File: src/rtl/fetch_pkg.sv
package fetch_pkg;

  typedef enum logic [1:0] {
    ST_IDLE  = 2'd0,
    ST_READY = 2'd1,
    ST_ISSUE = 2'd2,
    ST_CHECK = 2'd3
  } fetch_st_t;

  localparam logic [1:0] MODE_SOFT   = 2'b00;
  localparam logic [1:0] MODE_END    = 2'b01;
  localparam logic [1:0] MODE_REPEAT = 2'b10;
  localparam logic [1:0] MODE_RSVD   = 2'b11;

endpackage

File: src/rtl/endmark_detect.sv
module endmark_detect #(
  parameter int DATA_W = 16
) (
  input  logic              wide,
  input  logic [DATA_W-1:0] word,
  output logic              is_mark
);
  localparam int LANES = DATA_W / 8;

  logic [LANES-1:0] lane_all_ones;

  for (genvar g = 0; g < LANES; g++) begin : g_lane
    assign lane_all_ones[g] = &word[g*8 +: 8];
  end

  assign is_mark = wide ? (&word) : (|lane_all_ones);
endmodule

File: src/rtl/addr_unit.sv
module addr_unit #(
  parameter int HI_W = 6,
  parameter int LO_W = 16
) (
  input  logic                 clk,
  input  logic                 rst,
  input  logic                 load,
  input  logic [HI_W+LO_W-1:0] load_val,
  input  logic                 incr,
  output logic [HI_W+LO_W-1:0] addr
);
  localparam int ADDR_W = HI_W + LO_W;

  always_ff @(posedge clk) begin
    if (rst) begin
      addr <= '0;
    end else if (load) begin
      addr <= load_val;
    end else if (incr) begin
      addr <= addr + ADDR_W'(1);
    end
  end
endmodule

File: src/rtl/fetch_ctrl.sv
module fetch_ctrl
  import fetch_pkg::*;
(
  input  logic       clk,
  input  logic       rst,
  input  logic       enable,
  input  logic       fetch_req,
  input  logic [1:0] mode_in,
  input  logic       wide_in,
  input  logic       word_is_mark,
  output logic       start_now,
  output logic       issue_next,
  output logic       issue_loop,
  output logic       take_word,
  output logic       wide_q,
  output logic       chan_active,
  output logic       stop_pulse,
  output logic       stop_status
);
  fetch_st_t  state_q, state_d;
  logic       en_q;
  logic       from_loop_q;
  logic [1:0] mode_q;
  logic       stop_now;
  logic       auto_mode;

  assign auto_mode = (mode_in == MODE_END) || (mode_in == MODE_REPEAT);

  always_comb begin
    state_d    = state_q;
    start_now  = 1'b0;
    issue_next = 1'b0;
    issue_loop = 1'b0;
    take_word  = 1'b0;
    stop_now   = 1'b0;
    if (!enable) begin
      state_d = ST_IDLE;
    end else if (!en_q) begin
      start_now = 1'b1;
      state_d   = auto_mode ? ST_READY : ST_IDLE;
    end else begin
      case (state_q)
        ST_READY: begin
          if (fetch_req) begin
            issue_next = 1'b1;
            state_d    = ST_ISSUE;
          end
        end
        ST_ISSUE: state_d = ST_CHECK;
        ST_CHECK: begin
          if (!word_is_mark) begin
            take_word = 1'b1;
            state_d   = ST_READY;
          end else if (mode_q == MODE_REPEAT && !from_loop_q) begin
            issue_next = 1'b1;
            issue_loop = 1'b1;
            state_d    = ST_ISSUE;
          end else begin
            stop_now = 1'b1;
            state_d  = ST_IDLE;
          end
        end
        default: state_d = ST_IDLE;
      endcase
    end
  end

  always_ff @(posedge clk) begin
    if (rst) begin
      state_q     <= ST_IDLE;
      en_q        <= 1'b0;
      from_loop_q <= 1'b0;
      mode_q      <= MODE_SOFT;
      wide_q      <= 1'b0;
      chan_active <= 1'b0;
      stop_pulse  <= 1'b0;
      stop_status <= 1'b0;
    end else begin
      state_q     <= state_d;
      en_q        <= enable;
      chan_active <= (state_d != ST_IDLE);
      stop_pulse  <= stop_now;
      if (start_now) begin
        mode_q      <= mode_in;
        wide_q      <= wide_in;
        stop_status <= 1'b0;
        from_loop_q <= 1'b0;
      end else begin
        if (stop_now) stop_status <= 1'b1;
        if (issue_loop) from_loop_q <= 1'b1;
        else if (issue_next) from_loop_q <= 1'b0;
      end
    end
  end
endmodule

File: src/rtl/fetch_seq.sv
module fetch_seq #(
  parameter int HI_W   = 6,
  parameter int LO_W   = 16,
  parameter int DATA_W = 16
) (
  input  logic                 clk,
  input  logic                 rst,
  input  logic                 enable,
  input  logic [2*HI_W+2:0]    ctrl_word,
  input  logic [LO_W-1:0]      start_lo,
  input  logic [LO_W-1:0]      loop_lo,
  input  logic                 fetch_req,
  output logic                 mem_rd_en,
  output logic [HI_W+LO_W-1:0] mem_rd_addr,
  input  logic [DATA_W-1:0]    mem_rd_data,
  output logic [DATA_W-1:0]    sample_data,
  output logic                 sample_valid,
  output logic                 chan_active,
  output logic                 stop_pulse,
  output logic                 stop_status
);
  localparam int ADDR_W    = HI_W + LO_W;
  localparam int START_LSB = 0;
  localparam int LOOP_LSB  = HI_W;
  localparam int MODE_LSB  = 2 * HI_W;
  localparam int WIDE_BIT  = MODE_LSB + 2;

  logic [ADDR_W-1:0] start_addr, loop_addr, cur_addr, load_val;
  logic start_now, issue_next, issue_loop, take_word, wide_q, word_is_mark;

  assign start_addr = {ctrl_word[START_LSB +: HI_W], start_lo};
  assign loop_addr  = {ctrl_word[LOOP_LSB +: HI_W], loop_lo};
  assign load_val   = start_now ? start_addr : loop_addr;

  fetch_ctrl ctrl_i (
    .clk         (clk),
    .rst         (rst),
    .enable      (enable),
    .fetch_req   (fetch_req),
    .mode_in     (ctrl_word[MODE_LSB +: 2]),
    .wide_in     (ctrl_word[WIDE_BIT]),
    .word_is_mark(word_is_mark),
    .start_now   (start_now),
    .issue_next  (issue_next),
    .issue_loop  (issue_loop),
    .take_word   (take_word),
    .wide_q      (wide_q),
    .chan_active (chan_active),
    .stop_pulse  (stop_pulse),
    .stop_status (stop_status)
  );

  addr_unit #(.HI_W(HI_W), .LO_W(LO_W)) addr_i (
    .clk     (clk),
    .rst     (rst),
    .load    (start_now | issue_loop),
    .load_val(load_val),
    .incr    (take_word),
    .addr    (cur_addr)
  );

  endmark_detect #(.DATA_W(DATA_W)) mark_i (
    .wide   (wide_q),
    .word   (mem_rd_data),
    .is_mark(word_is_mark)
  );

  always_ff @(posedge clk) begin
    if (rst) begin
      mem_rd_en    <= 1'b0;
      mem_rd_addr  <= '0;
      sample_data  <= '0;
      sample_valid <= 1'b0;
    end else begin
      mem_rd_en    <= issue_next;
      sample_valid <= take_word;
      if (issue_next) mem_rd_addr <= issue_loop ? loop_addr : cur_addr;
      if (take_word) sample_data <= mem_rd_data;
    end
  end
endmodule

File: config.mk
export PLATFORM = sky130hd
export DESIGN_NAME = fetch_seq
export DESIGN_NICKNAME = d
export VERILOG_FILES = /design/src/rtl/fetch_pkg.sv /design/src/rtl/endmark_detect.sv /design/src/rtl/addr_unit.sv /design/src/rtl/fetch_ctrl.sv /design/src/rtl/fetch_seq.sv
export SDC_FILE = /design/constraint.sdc
export NUM_CORES = 1
export LEC_CHECK = 0
export ABC_CLOCK_PERIOD_IN_PS = 5750
export BUFFER_PORTS_ARGS = -buffer_cell sky130_fd_sc_hd__buf_2
export CORE_MARGIN = 1.5
export CORE_UTILIZATION = 39
export DETAILED_ROUTE_END_ITERATION = 10
export PLACE_DENSITY = 0.64
export RECOVER_POWER = 100
export SETUP_SLACK_MARGIN = 0.1
export SLEW_MARGIN = 10
export SYNTH_ARGS = -nofsm -noshare
export SYNTH_HDL_FRONTEND = slang
export SYNTH_HIERARCHICAL = 1
export SYNTH_SLANG_ARGS = --single-unit
File: constraint.sdc
create_clock -name clk -period 5.75 [get_ports clk]
set_clock_uncertainty 0.05 [all_clocks]
set_input_delay 0 -clock clk [delete_from_list [all_inputs] [get_ports clk]]
set_output_delay 0 -clock clk [all_outputs]
set_load 0.02 [all_outputs]
### Word-level counts from Yosys, hierarchy flattened

Index checks and enable logic that the tools add are counted.

| cells by class | value |
|---|---|
| add/sub/neg operators | 1 |
| $mul | 0 |
| divide/modulo/power cells | 0 |
| $lt $le $gt $ge | 0 |
| equal/unequal tests | 6 |
| shifts and indexed selects | 0 |
| mux-type cells | 34 |
| bitwise gates (word level) | 1 |
| reduce and logical (&&, ||, !) cells | 11 |

Operators with widths:

| kind | number |
|---|---|
| $mux W22 | 4 |
| $mux W1 | 23 |
| $add A22 B1 Y22 const B | 1 |
| $reduce_and A16 Y1 | 1 |
| $reduce_and A8 Y1 | 2 |
| $mux W2 | 5 |
| $eq A2 B2 Y1 const B | 4 |
| $pmux W2 S3 | 1 |
| $reduce_bool A2 Y1 | 3 |
| $eq A2 B1 Y1 const B | 2 |
| $reduce_or A2 Y1 | 2 |
| $pmux W1 S2 | 1 |
| $logic_and A1 B1 Y1 | 1 |
| $logic_not A1 Y1 | 1 |
| $logic_or A1 B1 Y1 | 1 |
| $or A1 B1 Y1 | 1 |

| storage, ports and cells | value |
|---|---|
| bits in registers | 72 |
| bits in latches | 0 |
| memory bits (writable) | 0 |
| memory bits (read-only) | 0 |
| bits of input ports | 67 |
| output and inout bits | 43 |
| logic and storage cells | 66 |
| memories kept | 0 |

### Longest topological paths before layout

Gate-level depths: netlist of the first run.

| depth | value |
|---|---|
| depth in word-level cells | 9 |
| depth in mapped cells | 14 |

### Modules after synthesis

Netlist of the first run, hierarchy kept.

By module, submodules not included:

| module | times used | cells an instance | area each (um2) | sequential area each (um2) |
|---|---|---|---|---|
| fetch_seq | 1 | 179 | 1,870.5 | 800.8 |
| addr_unit | 1 | 152 | 1,270.0 | 440.4 |
| fetch_ctrl | 1 | 46 | 426.7 | 200.2 |
| endmark_detect | 1 | 8 | 47.5 | 0.0 |

### Worst setup path after synthesis of the first run

OpenSTA, ideal clock, no wires.

| path | value |
|---|---|
| path kind | register to register |
| start | register ctrl_i.wide_q |
| end | register addr_i.addr[15] |
| setup time | 0.091 ns |
| data arrival time | 2.434 ns |
| slack | 3.175 ns |
| stages on the path, launching flop included | 9 |
| period minus slack after synthesis | 2.575 ns |
| path through | dfxtp_1 > inv_1 > maj3_2 > nor3b_1 > buf_4 > nand3_4 > or4_4 > or4_1 > a311oi_1 |

RTL lines:

| what | RTL line | RTL |
|---|---|---|
| from (decl) | fetch_ctrl.sv:15 | `output logic wide_q,` |
| from (signal assigned) | fetch_ctrl.sv:85 | `wide_q <= wide_in;` |
| $mux W1 | endmark_detect.sv:16 | `assign is_mark = wide ? (&word) : (\|lane_all_ones);` |
| net word_is_mark | fetch_seq.sv:29 | `logic start_now, issue_next, issue_loop, take_word, wide_q, word_is_mark;` |
| $mux W1 | fetch_ctrl.sv:51 | `if (!word_is_mark) begin` |
| $mux W1 | fetch_ctrl.sv:42 | `case (state_q)` |
| $mux W1 | fetch_ctrl.sv:38 | `end else if (!en_q) begin` |
| $mux W1 | fetch_ctrl.sv:36 | `if (!enable) begin` |
| net take_word | fetch_seq.sv:29 |  |
| $reduce_bool A2 Y1 (no source line) | n/a |  |
| to (signal assigned) | addr_unit.sv:18 | `addr <= load_val;` |
| to (signal assigned) | addr_unit.sv:20 | `addr <= addr + ADDR_W'(1);` |
| to (decl) | addr_unit.sv:10 | `output logic [HI_W+LO_W-1:0] addr` |

The timed path passes the listed nets, and every way through them passes these cells.
A chain may end at the register's enable or synchronous reset.

### Worst setup path in the final report of the first run

| path | value |
|---|---|
| start | input port mem_rd_data[11] |
| end | register addr_i.addr[16] |

RTL lines:

| what | RTL line | RTL |
|---|---|---|
| from (decl) | fetch_seq.sv:15 | `input logic [DATA_W-1:0] mem_rd_data,` |
| $reduce_and A8 Y1 | endmark_detect.sv:13 | `assign lane_all_ones[g] = &word[g*8 +: 8];` |
| $reduce_or A2 Y1 | endmark_detect.sv:16 |  |
| $mux W1 (*) | endmark_detect.sv:16 |  |
| net word_is_mark | fetch_seq.sv:29 |  |
| $mux W1 (*) | fetch_ctrl.sv:51 |  |
| $mux W1 (*) | fetch_ctrl.sv:42 |  |
| $mux W1 (*) | fetch_ctrl.sv:38 |  |
| $mux W1 (*) | fetch_ctrl.sv:36 |  |
| net take_word | fetch_seq.sv:29 |  |
| $reduce_bool A2 Y1 (no source line) (*) | n/a |  |

The timed path passes the listed nets; every way through them passes the cells marked *.

==> flow_summary.ini, run 1 <==
[grt]
grt_pass1_vias = 3244
grt_max_degree = 70
grt_pass1_wl_um = 15700
grtUsageTotal = 0.199
antenna_found_initial = 0
overflow = 0

[routing]
wl_per_cell_um = 15.4
routed_wl_um = 9860
wl_met1_um = 4500
drt-pass1-iter-count = 4
vias = 3395
ant_nets = 0
wl_met2_um = 4700
top_layer_used = met4
wl_met3_um = 492
drtIter0Drc = 133
drt-vias-per-instance = 5.30
route.detailed.drc = 0

[sta]
setup_violations = 0
setup_slack_ns = 1.67
fin_crit_sh = 0.709
finalHoldWorstSlack_ns = 0.0224
min_period_ns = 4.08
worst_pin_slew_ns = 3.01
drv_slew = 116
fmax_mhz = 245
slew_headroom = -1.00
hold_viol = 0
grt_setup_unrepaired = false
tns_ns = 0

[pwr]
swShare = 0.241
seqPwrFrac = 0.454
internal_power_uw = 893
clkPwrFrac = 0.425
p_per_area_mw_per_mm2 = 246
power_mw = 1.18
leakage_nw = 1.69
combPwrFrac = 0.121
peakVddDrop_mv = 0.110
switching_power_uw = 284

[clocking]
htreeDepth = 3
clk_latency_ns = 0.34
clk_pin_slew_ns = 0.08
cts_root_buffer = clkbuf_8
cts_buffers = 9
clkSinkCount = 72
cts_tree = done
postCtsResizedCells = 0
cts_buffer_depth = 2

[worst_setup_path]
worst-path-buf-inv = 2
worst_ep_arrival_time_ns = 4.26
crit_chain = dlygate4sd3_1 > buf_2 > nand4_1 > nor2_1 > maj3_1 > nor3b_1 > nand2_1 > nor4_1 > a21boi_0 > o311a_1
r2r_start = ctrl_i/wide_q
worst_setup_path_end_kind = flop
crit_path_top_delay_cell = nor4_1
worst-setup-path-type = in -> reg
r2r-end = addr_i/addr[16]
critPathLaunchType = input pin
worstPathRequired_ns = 5.93
r2r_slack_ns = 1.80
critical-path-top-delay-family = simple AND/OR/NAND/NOR gates
r2r_cells = 7
max_stage_delay_ns = 1.15
cp_max_fo = 8

[floorplanning]
row_count = 34
die_x_um = 99.3
dieHeight_um = 99.3
dieArea_mm2 = 0.00986
start_util = 0.409
num_io_pins = 110
core_area_mm2 = 0.00885

[cells_and_area]
insertedDiodeCount = 0
final_util = 0.541
design_area_mm2 = 0.00479
layout_commonest_cell = dfxtp_1
drive_gt1_frac = 0.211
layout.cells.non_filler = 640
area_growth_syn_to_layout_pct = 32.4
final_nets = 595
fillers = 806
final_cell_mix = dfxtp_1 (72), buf_2 (65), nor2_1 (63), mux2i_1 (46), clkbuf_1 (46)

[placement]
place_area_mm2 = 0.00418
dp_slack_ns = 2.21
port_buffers = 109
dp.cells = 580
place.gp.congestion = 0.806
dp_hpwl_um = 6280

[yosys]
yosys_warnings = 6
netlist_area_mm2 = 0.00361
synth-seq-cells = 72
synth_area_leader_cell = dfxtp_1
ys_seq_area_frac = 0.399
synth_edf_count = 0
synth_cell_types = 56
synth_fp_nets = 453
synthCells = 385
async_flop_share = 0
synth.top_cell.area_share = 0.399
syn_area_per_cell_um2 = 9.39
ys_top_cells_by_area = dfxtp_1 (40%), mux2i_1 (13%), mux2_2 (6.9%)
synth_flop_cell = dfxtp_1

[min_path]
worstHoldStart = ctrl_word[10]
hold_path_depth = 3
min_path_type = in -> reg
min_to = mem_rd_addr[20]

[run_status]
status = finished, violations left
violations = capacitance limit, slew limit

[job]
drv_cap = 2
area by class of cell:
class / count / area, µm² / share of cell area
Multi-Input combinational cell: 279 / 1980 / 0.413
Sequential cell: 72 / 1440 / 0.301
Timing Repair Buffer: 156 / 946 / 0.198
Clock buffer: 10 / 138 / 0.0288
Tap cell: 108 / 135 / 0.0282
Clock inverter: 6 / 115 / 0.0240
Inverter: 9 / 33.8 / 0.00706
synth_stat cells (6+ instances only):
cell / number
a211oi_1: 29
buf_2: 7
clkbuf_1: 11
dfxtp_1: 72
inv_1: 8
mux2_2: 22
mux2i_1: 46
nand2_1: 10
nand3_1: 8
nand4_1: 10
nor2_1: 63
nor3_1: 8
o21ai_0: 6
xnor2_1: 10
per-layer routing:
| layer | GRT usage | vias to the layer above |
|---|---|---|
| li1 | - | 1694 |
| met1 | 0.260 | 1577 |
| met2 | 0.326 | 110 |
| met3 | 0.0422 | 14 |
| met4 | 0.0748 | 0 |
| met5 | 0 | - |
power groups by stage:
stage | Combinational (mW) | Clock, mW | Sequential, mW
floorplan | 0.0712 | 0 | 0.543
detailed placement | 0.116 | 0 | 0.546
finish | 0.142 | 0.501 | 0.534
CTS | 0.140 | 0.510 | 0.534
global route | 0.155 | 0.531 | 0.537
global placement | 0.115 | 0 | 0.545
tightest hold or removal path, delay by kind of cell:
kind,cells,cell delay [ns]
compound gates,1,0.09
buf+inv,1,0.12
mux,1,0.16
state kept, by name, summed over array words and instances, names as in the netlist:
signal              flops
ctrl_i/chan_active      1
ctrl_i/state_q          2
ctrl_i/mode_q           2
mem_rd_addr            22
ctrl_i/wide_q           1
ctrl_i/stop_pulse       1
ctrl_i/from_loop_q      1
mem_rd_en               1
sample_valid            1
ctrl_i/stop_status      1
addr_i/addr            22
ctrl_i/en_q             1
sample_data            16
cell families after synthesis:
group	Yosys count	share of synthesized area
AOI/OAI and AO/OA	61	0.123
and+or+nand+nor	137	0.197
DFF	72	0.399
adders and majority gates	2	0.00658
buffers and inverters	34	0.0519
xor gates and xnor gates	11	0.0267
muxes	68	0.196
timing repair:
action,in CTS,in global routing
endpoints found under the hold margin,45,1
setup buffers,0,0
hold buffers,43,1
how the worst max path moves through the flow:
stage	startpoint	endpoint	slack [ns]	cells past startpoint
2_1_floorplan	ctrl_i/wide_q	addr_i/addr[15]	3.18	8
3_3_place_gp	mem_rd_data[10]	addr_i/addr[20]	2.30	13
3_5_place_dp	mem_rd_data[10]	addr_i/addr[20]	2.21	13
4_1_cts	mem_rd_data[10]	addr_i/addr[20]	2.03	14
5_1_grt	mem_rd_data[3]	mem_rd_addr[8]	1.27	9
6_report	mem_rd_data[11]	addr_i/addr[16]	1.67	10
Power figures use the tool's default switching activity.
==> run 2: changes to the inputs <==
ABC_CLOCK_PERIOD_IN_PS = 3900   (was 5750)
clock period = 3.9 ns   (was 5.75 ns; I/O delays follow)
==> run 2 against run 1 <==
  * The run still ends with capacitance limit, slew limit left
  * Critical path depth is the same
  * Setup slack lost 1.1 ns
  * First-iteration DRC count is the same
  * Sequential share of layout area grew 0.47 points
  * Largest cell class unchanged
  * Largest power group unchanged
  * Highest routed layer unchanged
==> flow_summary.ini, run 2 (synthesis gave the netlist of run 1 again) <==
[sta]
fmax_mhz = 302
min_period_ns = 3.31
setup_slack_ns = 0.594
drv_slew = 88
hold_viol = 0
fin_crit_sh = 0.848
finalHoldWorstSlack_ns = 0.00964
worst_pin_slew_ns = 1.83
grt_setup_unrepaired = false
tns_ns = 0
setup_violations = 0
slew_headroom = -0.220

[grt]
grt_max_degree = 46
grtUsageTotal = 0.207
grt_pass1_vias = 3352
grt_pass1_wl_um = 16400
overflow = 0
antenna_found_initial = 0

[worst_setup_path]
cp_common_cell = or4_1
worst_ep_arrival_time_ns = 3.48
worstPathRequired_ns = 4.08
critPathLaunchType = input pin
worst-setup-path-type = in -> reg
crit_path_top_delay_cell = or4_1
worst-path-buf-inv = 2
max_stage_delay_ns = 0.62
critical-path-top-delay-family = simple AND/OR/NAND/NOR gates
r2r_cells = 7
crit_chain = dlygate4sd3_1 > buf_2 > nand4_1 > nor2_1 > maj3_1 > nor3b_2 > nand3_1 > or4_1 > or4_1 > a311oi_1
worst_setup_path_end_kind = flop
cp_max_fo = 7
r2r-end = addr_i/addr[15]
r2r_slack_ns = 0.73
r2r_start = ctrl_i/wide_q

[placement]
place_area_mm2 = 0.00420
place.gp.congestion = 0.838
port_buffers = 109
dp_hpwl_um = 6600
dp.cells = 582
dp_slack_ns = 1.02

[clocking]
cts_buffers = 9
clkSinkCount = 72
cts_setup_buffers = 0
cts_root_buffer = clkbuf_8
clk_latency_ns = 0.34
cts_buffer_depth = 2
cts_tree = done
postCtsResizedCells = 0
clk_pin_slew_ns = 0.07
htreeDepth = 3

[floorplanning]
core_area_mm2 = 0.00885
dieArea_mm2 = 0.00986
row_count = 34
dieHeight_um = 99.3
num_io_pins = 110
start_util = 0.409
die_x_um = 99.3

[pwr]
power_mw = 1.53
peakVddDrop_mv = 0.143
leakage_nw = 1.65
swShare = 0.270
internal_power_mw = 1.11
seqPwrFrac = 0.516
clkPwrFrac = 0.348
combPwrFrac = 0.137
p_per_area_mw_per_mm2 = 324
switching_power_uw = 413

[cells_and_area]
drive_gt1_frac = 0.208
final_nets = 597
final_util = 0.533
design_area_mm2 = 0.00471
seq_area_mm2 = 0.00144
final_cell_mix = dfxtp_1 (72), nor2_1 (63), buf_2 (62), clkbuf_1 (49), mux2i_1 (46)
layout.cells.non_filler = 641
insertedDiodeCount = 0
layout_commonest_cell = dfxtp_1
multi_input_area_mm2 = 0.00198
fillers = 849
area_growth_syn_to_layout_pct = 30.4
top_regs = addr_i/addr (22), mem_rd_addr (22), sample_data (16)

[run_status]
status = finished, violations left
violations = capacitance limit, slew limit

[routing]
drt-pass1-iter-count = 4
drtIter0Drc = 133
drt-vias-per-instance = 5.32
vias = 3408
route.detailed.drc = 0
ant_nets = 0
routed_wl_um = 9980
wl_per_cell_um = 15.6

[min_path]
min_to = mem_rd_addr[20]
worstHoldStart = ctrl_word[10]
min_path_type = in -> reg
hold_path_depth = 3

[job]
drv_cap = 2
run 2: cell types whose count changed in the layout (fill, tap and decap cells not counted), moves of 2 or more:
cell	change
clkbuf_1	+3
clkinv_2	+2
buf_2	-3
bufinv_16	-3
run 2: how the worst max path moves through the flow:
stage / startpoint / end / slack [ns] / cells after the start
finish: mem_rd_data[6] / addr_i/addr[15] / 0.59 / 10
global placement: ctrl_i/wide_q / addr_i/addr[19] / 1.10 / 7
CTS: mem_rd_data[11] / addr_i/addr[15] / 0.86 / 10
floorplan: ctrl_i/wide_q / addr_i/addr[19] / 1.33 / 8
global route: mem_rd_data[11] / addr_i/addr[15] / 0.45 / 10
detailed placement: ctrl_i/wide_q / addr_i/addr[16] / 1.02 / 7
run 2: cell type report:
cell class                 count  share of cell area
tap                          108              0.0287
timing repair buffer         158               0.203
multi-input combinational    279               0.419
clock inverter                 5             0.00717
clock buffer                  10              0.0292
sequential                    72               0.306
inverter                       9             0.00717
run 2: worst register-to-register path: cells and delay by family (launching register included):
| kind | cells | cell delay (ns) |
|---|---|---|
| adders and majority gates | 1 | 0.41 |
| DFF | 1 | 0.33 |
| buffers and inverters | 1 | 0.04 |
| AOI/OAI and AO/OA | 1 | 0.28 |
| and+or+nand+nor | 4 | 1.96 |
run 2: power groups by stage:
stage / Sequential (mW) / Combinational, mW / Clock (mW)
6_report: 0.788 / 0.209 / 0.531
5_1_grt: 0.792 / 0.230 / 0.578
4_1_cts: 0.788 / 0.209 / 0.542
3_5_place_dp: 0.805 / 0.174 / 0
3_3_place_gp: 0.805 / 0.170 / 0
2_1_floorplan: 0.800 / 0.105 / 0
run 2: what timing repair did:
action,4_1_cts,5_1_grt
endpoints found under the setup margin,0,0
hold buffers,44,0
endpoints found under the hold margin,45,0
run 2: metal layers:
| layer | GRT usage | vias to the layer above | wire length, µm |
|---|---|---|---|
| met5 | 0 | - | 0 |
| met4 | 0.0715 | 0 | 167 |
| met3 | 0.0394 | 17 | 408 |
| met2 | 0.343 | 91 | 4820 |
| met1 | 0.272 | 1604 | 4580 |
| li1 | - | 1696 | - |
==> run 3: changes to the inputs <==
ABC_CLOCK_PERIOD_IN_PS = 3040   (was 3900)
PLACE_DENSITY = 0.67   (was 0.64)
clock period = 3.04 ns   (was 3.9 ns; I/O delays follow)
==> run 3 against run 2 <==
  * Non-clock buffer count grew 6
  * Critical endpoint is now addr_i/addr[16]
  * The run still ends with capacitance limit, slew limit left
  * Critical path type unchanged
  * Sequential cell count is the same
  * Global-route usage shrank 0.37 points
  * Highest routed layer unchanged
  * Die area is the same
==> flow_summary.ini, run 3 (synthesis gave the netlist of run 1 again) <==
[cells_and_area]
drive_gt1_frac = 0.220
layout_commonest_cell = dfxtp_1
area_growth_syn_to_layout_pct = 33.2
insertedDiodeCount = 0
seq_area_mm2 = 0.00144
final_util = 0.544
final_cell_mix = dfxtp_1 (72), buf_2 (64), nor2_1 (63), clkbuf_1 (48)
fillers = 813
design_area_mm2 = 0.00481
layout.cells.non_filler = 648
final_nets = 603
top_regs = addr_i/addr (22), mem_rd_addr (22), sample_data (16)
multi_input_area_mm2 = 0.00200

[clocking]
clk_pin_slew_ns = 0.08
htreeDepth = 3
clk_latency_ns = 0.35
cts_buffer_depth = 2
cts_buffers = 9
cts_root_buffer = clkbuf_8
clkSinkCount = 72
cts_tree = done

[sta]
fin_crit_sh = 0.921
slew_headroom = -0.431
grt_setup_unrepaired = false
setup_violations = 0
tns_ns = 0
hold_viol = 0
min_period_ns = 2.80
setup_slack_ns = 0.241
fmax_mhz = 357
drv_slew = 48
worst_pin_slew_ns = 2.15
finalHoldWorstSlack_ns = 0.0187

[routing]
ant_nets = 0
drt-vias-per-instance = 5.21
route.detailed.drc = 0
routed_wl_um = 10000
vias = 3376
drtIter0Drc = 159
drt-pass1-iter-count = 4
wl_per_cell_um = 15.5

[worst_setup_path]
critPathLaunchType = input pin
worst-setup-path-type = in -> reg
worstPathRequired_ns = 3.23
worst_setup_path_end_kind = flop
cp_max_fo = 22
worst_ep_arrival_time_ns = 2.99

[floorplanning]
dieArea_mm2 = 0.00986
start_util = 0.409
core_area_mm2 = 0.00885
row_count = 34
dieHeight_um = 99.3
die_x_um = 99.3
num_io_pins = 110

[grt]
grtUsageTotal = 0.204
grt_pass1_vias = 3329
overflow = 0
grt_pass1_wl_um = 15900
grt_max_degree = 48
antenna_found_initial = 0

[placement]
dp_hpwl_um = 6740
dp_slack_ns = 0.427
place_area_mm2 = 0.00423
place.gp.congestion = 0.846
dp.cells = 586
port_buffers = 109

[job]
drv_cap = 1

[pwr]
p_per_area_mw_per_mm2 = 424
peakVddDrop_mv = 0.199
leakage_nw = 1.69
power_mw = 2.04

[min_path]
min_path_type = in -> reg

[run_status]
violations = capacitance limit, slew limit
status = finished, violations left
run 3: changes by cell type in the layout (fill, tap and decap cells not counted), moves of 2 or more:
cell | previous run | this run
dlygate4sd3_1 | 44 | 46
clkinv_2 | 2 | 0
buf_4 | 2 | 6
buf_2 | 62 | 64
run 3: final cells by class:
type | instances | area share
Clock inverter | 6 | 0.0146
Sequential cell | 72 | 0.299
Clock buffer | 10 | 0.0265
Tap cell | 108 | 0.0281
Multi-Input combinational cell | 279 | 0.415
Timing Repair Buffer | 164 | 0.209
Inverter | 9 | 0.00702
run 3: path summary, 6_finish.rpt:
check	to	cells past startpoint	start	slack [ns]
hold / removal	mem_rd_addr[11]	3	loop_lo[11]	0.02
setup reg to reg	addr_i/addr[16]	9	ctrl_i/wide_q	0.37
hold reg to reg	ctrl_i/stop_status	1	ctrl_i/stop_status	0.41
setup / recovery	addr_i/addr[16]	12	mem_rd_data[6]	0.24
run 3: critical path: stages:
cell	delay [ns]
dlygate4sd3_1	0.55
buf_2	0.14
nand4_1	0.10
nor2_1	0.07
maj3_2	0.34
nor3b_2	0.31
buf_4	0.39
nand2_1	0.22
nor4_1	0.29
buf_4	0.21
a21boi_0	0.09
o311a_1	0.28
run 3: routing by layer:
metal / global-route usage / up-vias / part of all wire
li1: - / 1711 / -
met1: 0.256 / 1531 / 0.45
met2: 0.329 / 103 / 0.47
met3: 0.0316 / 31 / 0.040
met4: 0.126 / 0 / 0.037
met5: 0 / - / 0
run 3: where the power goes:
group | leakage, nW | internal (mW) | total, mW | switching, mW
sequential | 0.586 | 0.973 | 1.01 | 0.0373
clock | 0.0887 | 0.382 | 0.760 | 0.379
combinational | 1.02 | 0.147 | 0.270 | 0.123
run 3: repair_timing:
item / CTS / global route
buffers inserted: 0 / 0
hold buffers: 46 / 0
resized for setup: 0 / 1
endpoints found under the setup margin: 0 / 1
endpoints found under the hold margin: 47 / 0
